## src/rtl/ras_pkg.sv

```systemverilog
package ras_pkg;
  typedef enum logic {
    LEN_FULL = 1'b0,
    LEN_HALF = 1'b1
  } len_e;

  function automatic int idx_width(input int depth);
    return (depth > 1) ? $clog2(depth) : 1;
  endfunction
endpackage

```

## src/rtl/ras_addr_gen.sv

```systemverilog
module ras_addr_gen #(
  parameter int AW         = 32,
  parameter int FULL_BYTES = 4,
  parameter int HALF_BYTES = 2
) (
  input  logic [AW-1:0] pc,
  input  logic          half_len,
  output logic [AW-1:0] ret_addr
);
  import ras_pkg::*;

  len_e            len_kind;
  logic [AW-1:0]   step;

  always_comb begin
    len_kind = len_e'(half_len);
    step     = (len_kind == LEN_HALF) ? AW'(HALF_BYTES) : AW'(FULL_BYTES);
    ret_addr = pc + step;
  end
endmodule

```

## src/rtl/ras_ptr.sv

```systemverilog
module ras_ptr #(
  parameter int DEPTH = 8
) (
  input  logic                                  clk,
  input  logic                                  rst,
  input  logic                                  pop_req,
  input  logic                                  push_req,
  output logic                                  pop_ok,
  output logic [ras_pkg::idx_width(DEPTH)-1:0]  rd_idx,
  output logic                                  wr_en,
  output logic [ras_pkg::idx_width(DEPTH)-1:0]  wr_idx
);
  localparam int PW   = ras_pkg::idx_width(DEPTH);
  localparam int CW   = $clog2(DEPTH + 1);
  localparam int LAST = DEPTH - 1;

  logic [PW-1:0] top_q, top_d, top_after_pop;
  logic [CW-1:0] cnt_q, cnt_d, cnt_after_pop;

  function automatic logic [PW-1:0] step_up(input logic [PW-1:0] i);
    return (i == PW'(LAST)) ? '0 : i + PW'(1);
  endfunction

  function automatic logic [PW-1:0] step_down(input logic [PW-1:0] i);
    return (i == '0) ? PW'(LAST) : i - PW'(1);
  endfunction

  always_comb begin
    pop_ok        = pop_req && (cnt_q != '0);
    top_after_pop = pop_ok ? step_down(top_q) : top_q;
    cnt_after_pop = pop_ok ? cnt_q - CW'(1) : cnt_q;
    wr_en         = push_req;
    wr_idx        = step_up(top_after_pop);
    if (push_req) begin
      top_d = wr_idx;
      cnt_d = (cnt_after_pop == CW'(DEPTH)) ? cnt_after_pop : cnt_after_pop + CW'(1);
    end else begin
      top_d = top_after_pop;
      cnt_d = cnt_after_pop;
    end
  end

  assign rd_idx = top_q;

  always_ff @(posedge clk) begin
    if (rst) begin
      top_q <= PW'(LAST);
      cnt_q <= '0;
    end else begin
      top_q <= top_d;
      cnt_q <= cnt_d;
    end
  end
endmodule

```

## src/rtl/ras_store.sv

```systemverilog
module ras_store #(
  parameter int AW    = 32,
  parameter int DEPTH = 8
) (
  input  logic                                 clk,
  input  logic                                 wr_en,
  input  logic [ras_pkg::idx_width(DEPTH)-1:0] wr_idx,
  input  logic [AW-1:0]                        wr_data,
  input  logic [ras_pkg::idx_width(DEPTH)-1:0] rd_idx,
  output logic [AW-1:0]                        rd_data
);
  localparam int PW = ras_pkg::idx_width(DEPTH);

  logic [AW-1:0] slot [DEPTH];

  for (genvar g = 0; g < DEPTH; g++) begin : g_slot
    logic [AW-1:0] val_q;
    always_ff @(posedge clk) begin
      if (wr_en && (wr_idx == PW'(g))) val_q <= wr_data;
    end
    assign slot[g] = val_q;
  end

  always_comb begin
    rd_data = '0;
    for (int i = 0; i < DEPTH; i++) begin
      if (rd_idx == PW'(i)) rd_data = slot[i];
    end
  end
endmodule

```

## src/rtl/ras_predictor.sv

```systemverilog
module ras_predictor #(
  parameter int AW         = 32,
  parameter int DEPTH      = 8,
  parameter int FULL_BYTES = 4,
  parameter int HALF_BYTES = 2
) (
  input  logic          clk,
  input  logic          rst,
  input  logic [AW-1:0] fetch_pc,
  input  logic          is_call,
  input  logic          is_ret,
  input  logic          half_len,
  output logic [AW-1:0] pred_target,
  output logic          pred_valid
);
  localparam int PW = ras_pkg::idx_width(DEPTH);

  logic [AW-1:0] ret_addr;
  logic [AW-1:0] top_data;
  logic [PW-1:0] rd_idx, wr_idx;
  logic          wr_en, pop_ok;

  ras_addr_gen #(
    .AW(AW), .FULL_BYTES(FULL_BYTES), .HALF_BYTES(HALF_BYTES)
  ) u_addr (
    .pc(fetch_pc), .half_len(half_len), .ret_addr(ret_addr)
  );

  ras_ptr #(.DEPTH(DEPTH)) u_ptr (
    .clk(clk), .rst(rst),
    .pop_req(is_ret), .push_req(is_call),
    .pop_ok(pop_ok), .rd_idx(rd_idx),
    .wr_en(wr_en), .wr_idx(wr_idx)
  );

  ras_store #(.AW(AW), .DEPTH(DEPTH)) u_store (
    .clk(clk), .wr_en(wr_en), .wr_idx(wr_idx), .wr_data(ret_addr),
    .rd_idx(rd_idx), .rd_data(top_data)
  );

  assign pred_valid  = pop_ok;
  assign pred_target = pop_ok ? top_data : '0;
endmodule

```

## config.mk

```make
export PLATFORM = sky130hd
export DESIGN_NAME = ras_predictor
export DESIGN_NICKNAME = d
export VERILOG_FILES = /design/src/rtl/ras_pkg.sv /design/src/rtl/ras_addr_gen.sv /design/src/rtl/ras_ptr.sv /design/src/rtl/ras_store.sv /design/src/rtl/ras_predictor.sv
export SDC_FILE = /design/constraint.sdc
export NUM_CORES = 1
export LEC_CHECK = 0
export CORE_MARGIN = 2
export CORE_UTILIZATION = 45
export CTS_BUF_LIST = sky130_fd_sc_hd__clkbuf_8 sky130_fd_sc_hd__clkbuf_16
export CTS_CLUSTER_SIZE = 10
export DETAILED_ROUTE_END_ITERATION = 8
export HOLD_SLACK_MARGIN = 0.03
export PLACE_DENSITY = 0.72
export SKIP_LAST_GASP = 1
export SLEW_MARGIN = 20
export SYNTH_ARGS = -nofsm -noshare
export SYNTH_HDL_FRONTEND = slang
export SYNTH_SLANG_ARGS = --single-unit
```

## constraint.sdc

```tcl
create_clock -name clk -period 4.3 [get_ports clk]
set_clock_uncertainty 0.1 [all_clocks]
set_input_delay 0.86 -clock clk [delete_from_list [all_inputs] [get_ports clk]]
set_output_delay 0.86 -clock clk [all_outputs]
set_load 0.03 [all_outputs]
```

==> load_flow_metrics.sql <==
INSERT INTO impl_metrics (metric_group, metric, value, unit) VALUES
('timing', 'final.min_clock_period', '3.99', 'ns'),
('floorplanning', 'die_x', '166', 'um'),
('timing', 'timing.final.max_slew_violations', '0', ''),
('floorplanning', 'die-height', '166', 'um'),
('floorplanning', 'core-area', '25900', 'um^2'),
('synthesis', 'synth.ff_latch_count', '263', ''),
('clocking', 'cts_tree', 'built', ''),
('worst_setup_path', 'end_kind', 'primary output', ''),
('clocking', 'clock_sinks', '263', ''),
('layout', 'antenna_cell_count', '0', ''),
('floorplanning', 'io_pins', '70', ''),
('timing', 'finalSetupViolCount', '0', ''),
('place', 'place.port_buffers', '69', ''),
('timing', 'rsz_0062_raised_after_global_routing', 'false', ''),
('synthesis', 'number_of_enable_type_register_cells_in_the_synthesized_netlist', '256', ''),
('clocking', 'skew_pair_late_insertion_delay', '0.53', 'ns'),
('clocking', 'htree_levels', '1', ''),
('clocking', 'root_buffer', 'sky130_fd_sc_hd__clkbuf_16', ''),
('synthesis', 'post_synth_instance_area', '11800', 'um^2'),
('power', 'vdd.ir_drop.worst', '0.461', 'mV'),
('layout', 'area_growth_syn_to_layout', '18.2', '%'),
('power', 'cellPowerDensity', '678', 'nW/um^2'),
('global_routing', 'grt_pass1_wl', '43700', 'um'),
('place', 'detailed_place_hpwl', '16800', 'um'),
('synthesis', 'synth-async-reset-ratio', '0', '%'),
('clocking', 'cts-root-to-sink-buffers', '3', ''),
('min_path', 'holdCritPathClass', 'reg -> reg', ''),
('detailed_routing', 'vias_per_cell', '5.97', ''),
('layout', 'final_layout_size_suffix_gt1_share', '13.1', '%'),
('global_routing', 'initial_antenna_violation_count', '1', ''),
('synthesis', 'post_synth_num_cell_types', '54', ''),
('floorplanning', 'die-area', '27500', 'um^2'),
('detailed_routing', 'antenna_left', '0', ''),
('clocking', 'clk_pin_slew', '0.05', 'ns'),
('synthesis', 'syn-num-nets', '949', ''),
('detailed_routing', 'dr_total_vias', '7841', ''),
('worst_setup_path', 'top_fanout_value_on_the_critical_path', '28', ''),
('synthesis', 'ys_dominant_reg_cell', 'sky130_fd_sc_hd__edfxtp_1', ''),
('timing', 'hold_slack', '0.576', 'ns'),
('detailed_routing', 'routed_wl', '28900', 'um'),
('global_routing', 'grt.overflow.total', '0', ''),
('run_status', 'run_status', 'complete, no violations', ''),
('worst_setup_path', 'timing_worst_setup_path_type', 'reg -> out', ''),
('floorplanning', 'fp-row-count', '59', ''),
('detailed_routing', 'starting_drc_count_in_detailed_routing', '814', ''),
('synthesis', 'synth-warning-count', '0', ''),
('detailed_routing', 'drtPass1Iterations', '5', ''),
('synthesis', 'syn_area_per_cell', '13.2', 'um^2'),
('timing', 'crit_share_post_route', '92.8', '%'),
('clocking', 'cts-buffers-inserted', '30', ''),
('job', 'max_cap_viol_count', '0', ''),
('layout', 'nNetsFinal', '1021', ''),
('global_routing', 'grtUsageTotal', '20.2', '%'),
('timing', 'timing.setup.tns', '0', 'ns'),
('worst_setup_path', 'worstSetupStartpointType', 'flip-flop', ''),
('timing', 'relSlewSlack', '38.9', '%'),
('detailed_routing', 'drt-wirelength-per-cell', '22.0', 'um'),
('worst_setup_path', 'cp_data_arrival_time', '3.03', 'ns'),
('synthesis', 'syn-instance-count', '895', ''),
('timing', 'clock.fmax', '251', 'MHz'),
('worst_setup_path', 'timing.critical_path.required', '3.34', 'ns'),
('global_routing', 'grt_start_max_net_pins', '85', ''),
('global_routing', 'grt_pass1_vias', '7584', ''),
('synthesis', 'yosysSeqAreaShare', '66.4', '%'),
('timing', 'worst_pin_slew', '0.917', 'ns'),
('floorplanning', 'initial_utilization', '45.5', '%'),
('place', 'globalplace.congestion', '0.787', ''),
('timing', 'report.final.hold_viol_count', '0', ''),
('power', 'power.leakage', '0.00487', 'uW'),
('detailed_routing', 'detail_route.drc_violations', '0', '');
[cells in the mapped netlist (6+ instances only)]
library cell | number | area, um^2
sky130_fd_sc_hd__o31ai_1 | 32 | 240
sky130_fd_sc_hd__dfxtp_1 | 7 | 140
sky130_fd_sc_hd__nor2_1 | 12 | 45.0
sky130_fd_sc_hd__buf_2 | 6 | 30.0
sky130_fd_sc_hd__nand3b_1 | 32 | 240
sky130_fd_sc_hd__nand2_1 | 49 | 184
sky130_fd_sc_hd__nor3_1 | 9 | 45.0
sky130_fd_sc_hd__xnor2_1 | 12 | 105
sky130_fd_sc_hd__nor3b_1 | 33 | 248
sky130_fd_sc_hd__ha_1 | 16 | 200
sky130_fd_sc_hd__nand3_1 | 9 | 45.0
sky130_fd_sc_hd__edfxtp_1 | 256 | 7690
sky130_fd_sc_hd__o21ai_0 | 68 | 340
sky130_fd_sc_hd__a31oi_1 | 34 | 213
sky130_fd_sc_hd__a21o_1 | 34 | 255
sky130_fd_sc_hd__clkbuf_1 | 54 | 203
sky130_fd_sc_hd__inv_1 | 51 | 191
sky130_fd_sc_hd__xor2_1 | 17 | 149
sky130_fd_sc_hd__a221oi_1 | 32 | 280
sky130_fd_sc_hd__nor2b_1 | 34 | 213
sky130_fd_sc_hd__and3_1 | 7 | 43.8
sky130_fd_sc_hd__a21oi_1 | 38 | 190
[timing repair]
| action | CTS | global route |
|---|---|---|
| resized for setup | 0 | 1 |
| hold buffers | 0 | 0 |
| setup buffers | 0 | 1 |
| endpoints found under the setup margin | 0 | 6 |
| hold endpoints to repair | 0 | 0 |
[final timing paths]
check | start | endpoint | slack (ns) | depth (start not counted)
worst max-delay path | u_ptr.rd_idx[0] | pred_target[12] | 0.31 | 8
worst min-delay path | u_ptr.rd_idx[1] | u_ptr.rd_idx[1] | 0.58 | 2
worst max register to register | u_ptr.cnt_q[0] | u_store.g_slot[6].val_q[0] | 0.93 | 10
worst min register to register | u_ptr.rd_idx[1] | u_ptr.rd_idx[1] | 0.58 | 2
[worst max-delay path, cell delays in order, from the launching register on]
cell,delay [ns]
sky130_fd_sc_hd__dfxtp_1,0.36
sky130_fd_sc_hd__inv_1,0.19
sky130_fd_sc_hd__ha_2,0.47
sky130_fd_sc_hd__buf_4,0.39
sky130_fd_sc_hd__a21oi_1,0.09
sky130_fd_sc_hd__a221oi_1,0.32
sky130_fd_sc_hd__o21ai_0,0.16
sky130_fd_sc_hd__a31oi_1,0.35
sky130_fd_sc_hd__buf_12,0.17
[through the flow]
stage,std cells,util [%],total power (uW),worst slack [ns],area (um^2)
floorplan,895,-,5820,0.426,11800
global placement,1269,50.5,7210,0.479,13100
detailed placement,1269,50.5,7280,0.393,13100
CTS,1313,53.6,9430,0.0558,13900
global route,1314,53.7,9900,0.107,13900
finish,1314,53.7,9440,0.309,13900
[cell usage in the layout, fill, tap and decap left out, drive strengths merged, types with 3 or more instances in the layout]
cell type,n
nor2b,34
nand4,6
nand3b,32
o21ai,68
or2,4
clkinv,3
mux2i,3
ha,16
nor3b,33
a21o,34
a221oi,32
clkdlybuf4s50,37
and4,4
inv,63
xor2,17
a31oi,34
nand3,10
nand2,50
xnor2,12
o31ai,32
and3,7
clkbuf,30
edfxtp,256
a21oi,38
buf,68
nor2,12
nor4,4
nor3,9
dfxtp,7
[power by group]
part	switching [uW]	leakage [uW]	internal [uW]	total, uW
registers	148	0.00238	3500	3650
clock network	921	0.000441	1230	2150
logic	2360	0.00205	1280	3640
total	3430	0.00487	6010	9440
[routing by layer]
layer	vias up	part of all wire, %	global-route usage (%)
met3	37	7.2	2.60
li1	3533	-	-
met2	335	49	34.3
met1	3934	42	28.1
met4	2	1.5	4.39
met5	-	0.028	0
[flip-flops by register name, indices dropped and copies added, names as in the netlist]
signal and count:
u_ptr.rd_idx 3, u_ptr.cnt_q 4, u_store.g_slot.val_q 256
[logic make-up after synthesis]
kind of cell / after synthesis / synth area share [%]
multiplexers: 3 / 0.255
AO/OA/AOI/OAI: 250 / 14.0
adder cells (fa/ha/maj): 17 / 1.87
XOR/XNOR: 29 / 2.16
buffers and inverters: 117 / 3.91
AND/OR/NAND/NOR: 216 / 11.4
flip-flops: 263 / 66.4
[layout make-up]
cell class / count / area (um^2)
flip-flops and latches: 263 / 7830
clock buffers: 30 / 751
multi-input cells: 515 / 3560
inverters: 52 / 198
clock inverters: 14 / 66.3
repair buffers: 105 / 1110
fillers: 2098 / 12000
well taps: 335 / 419
No activity file was read; power rests on OpenSTA's default activity.
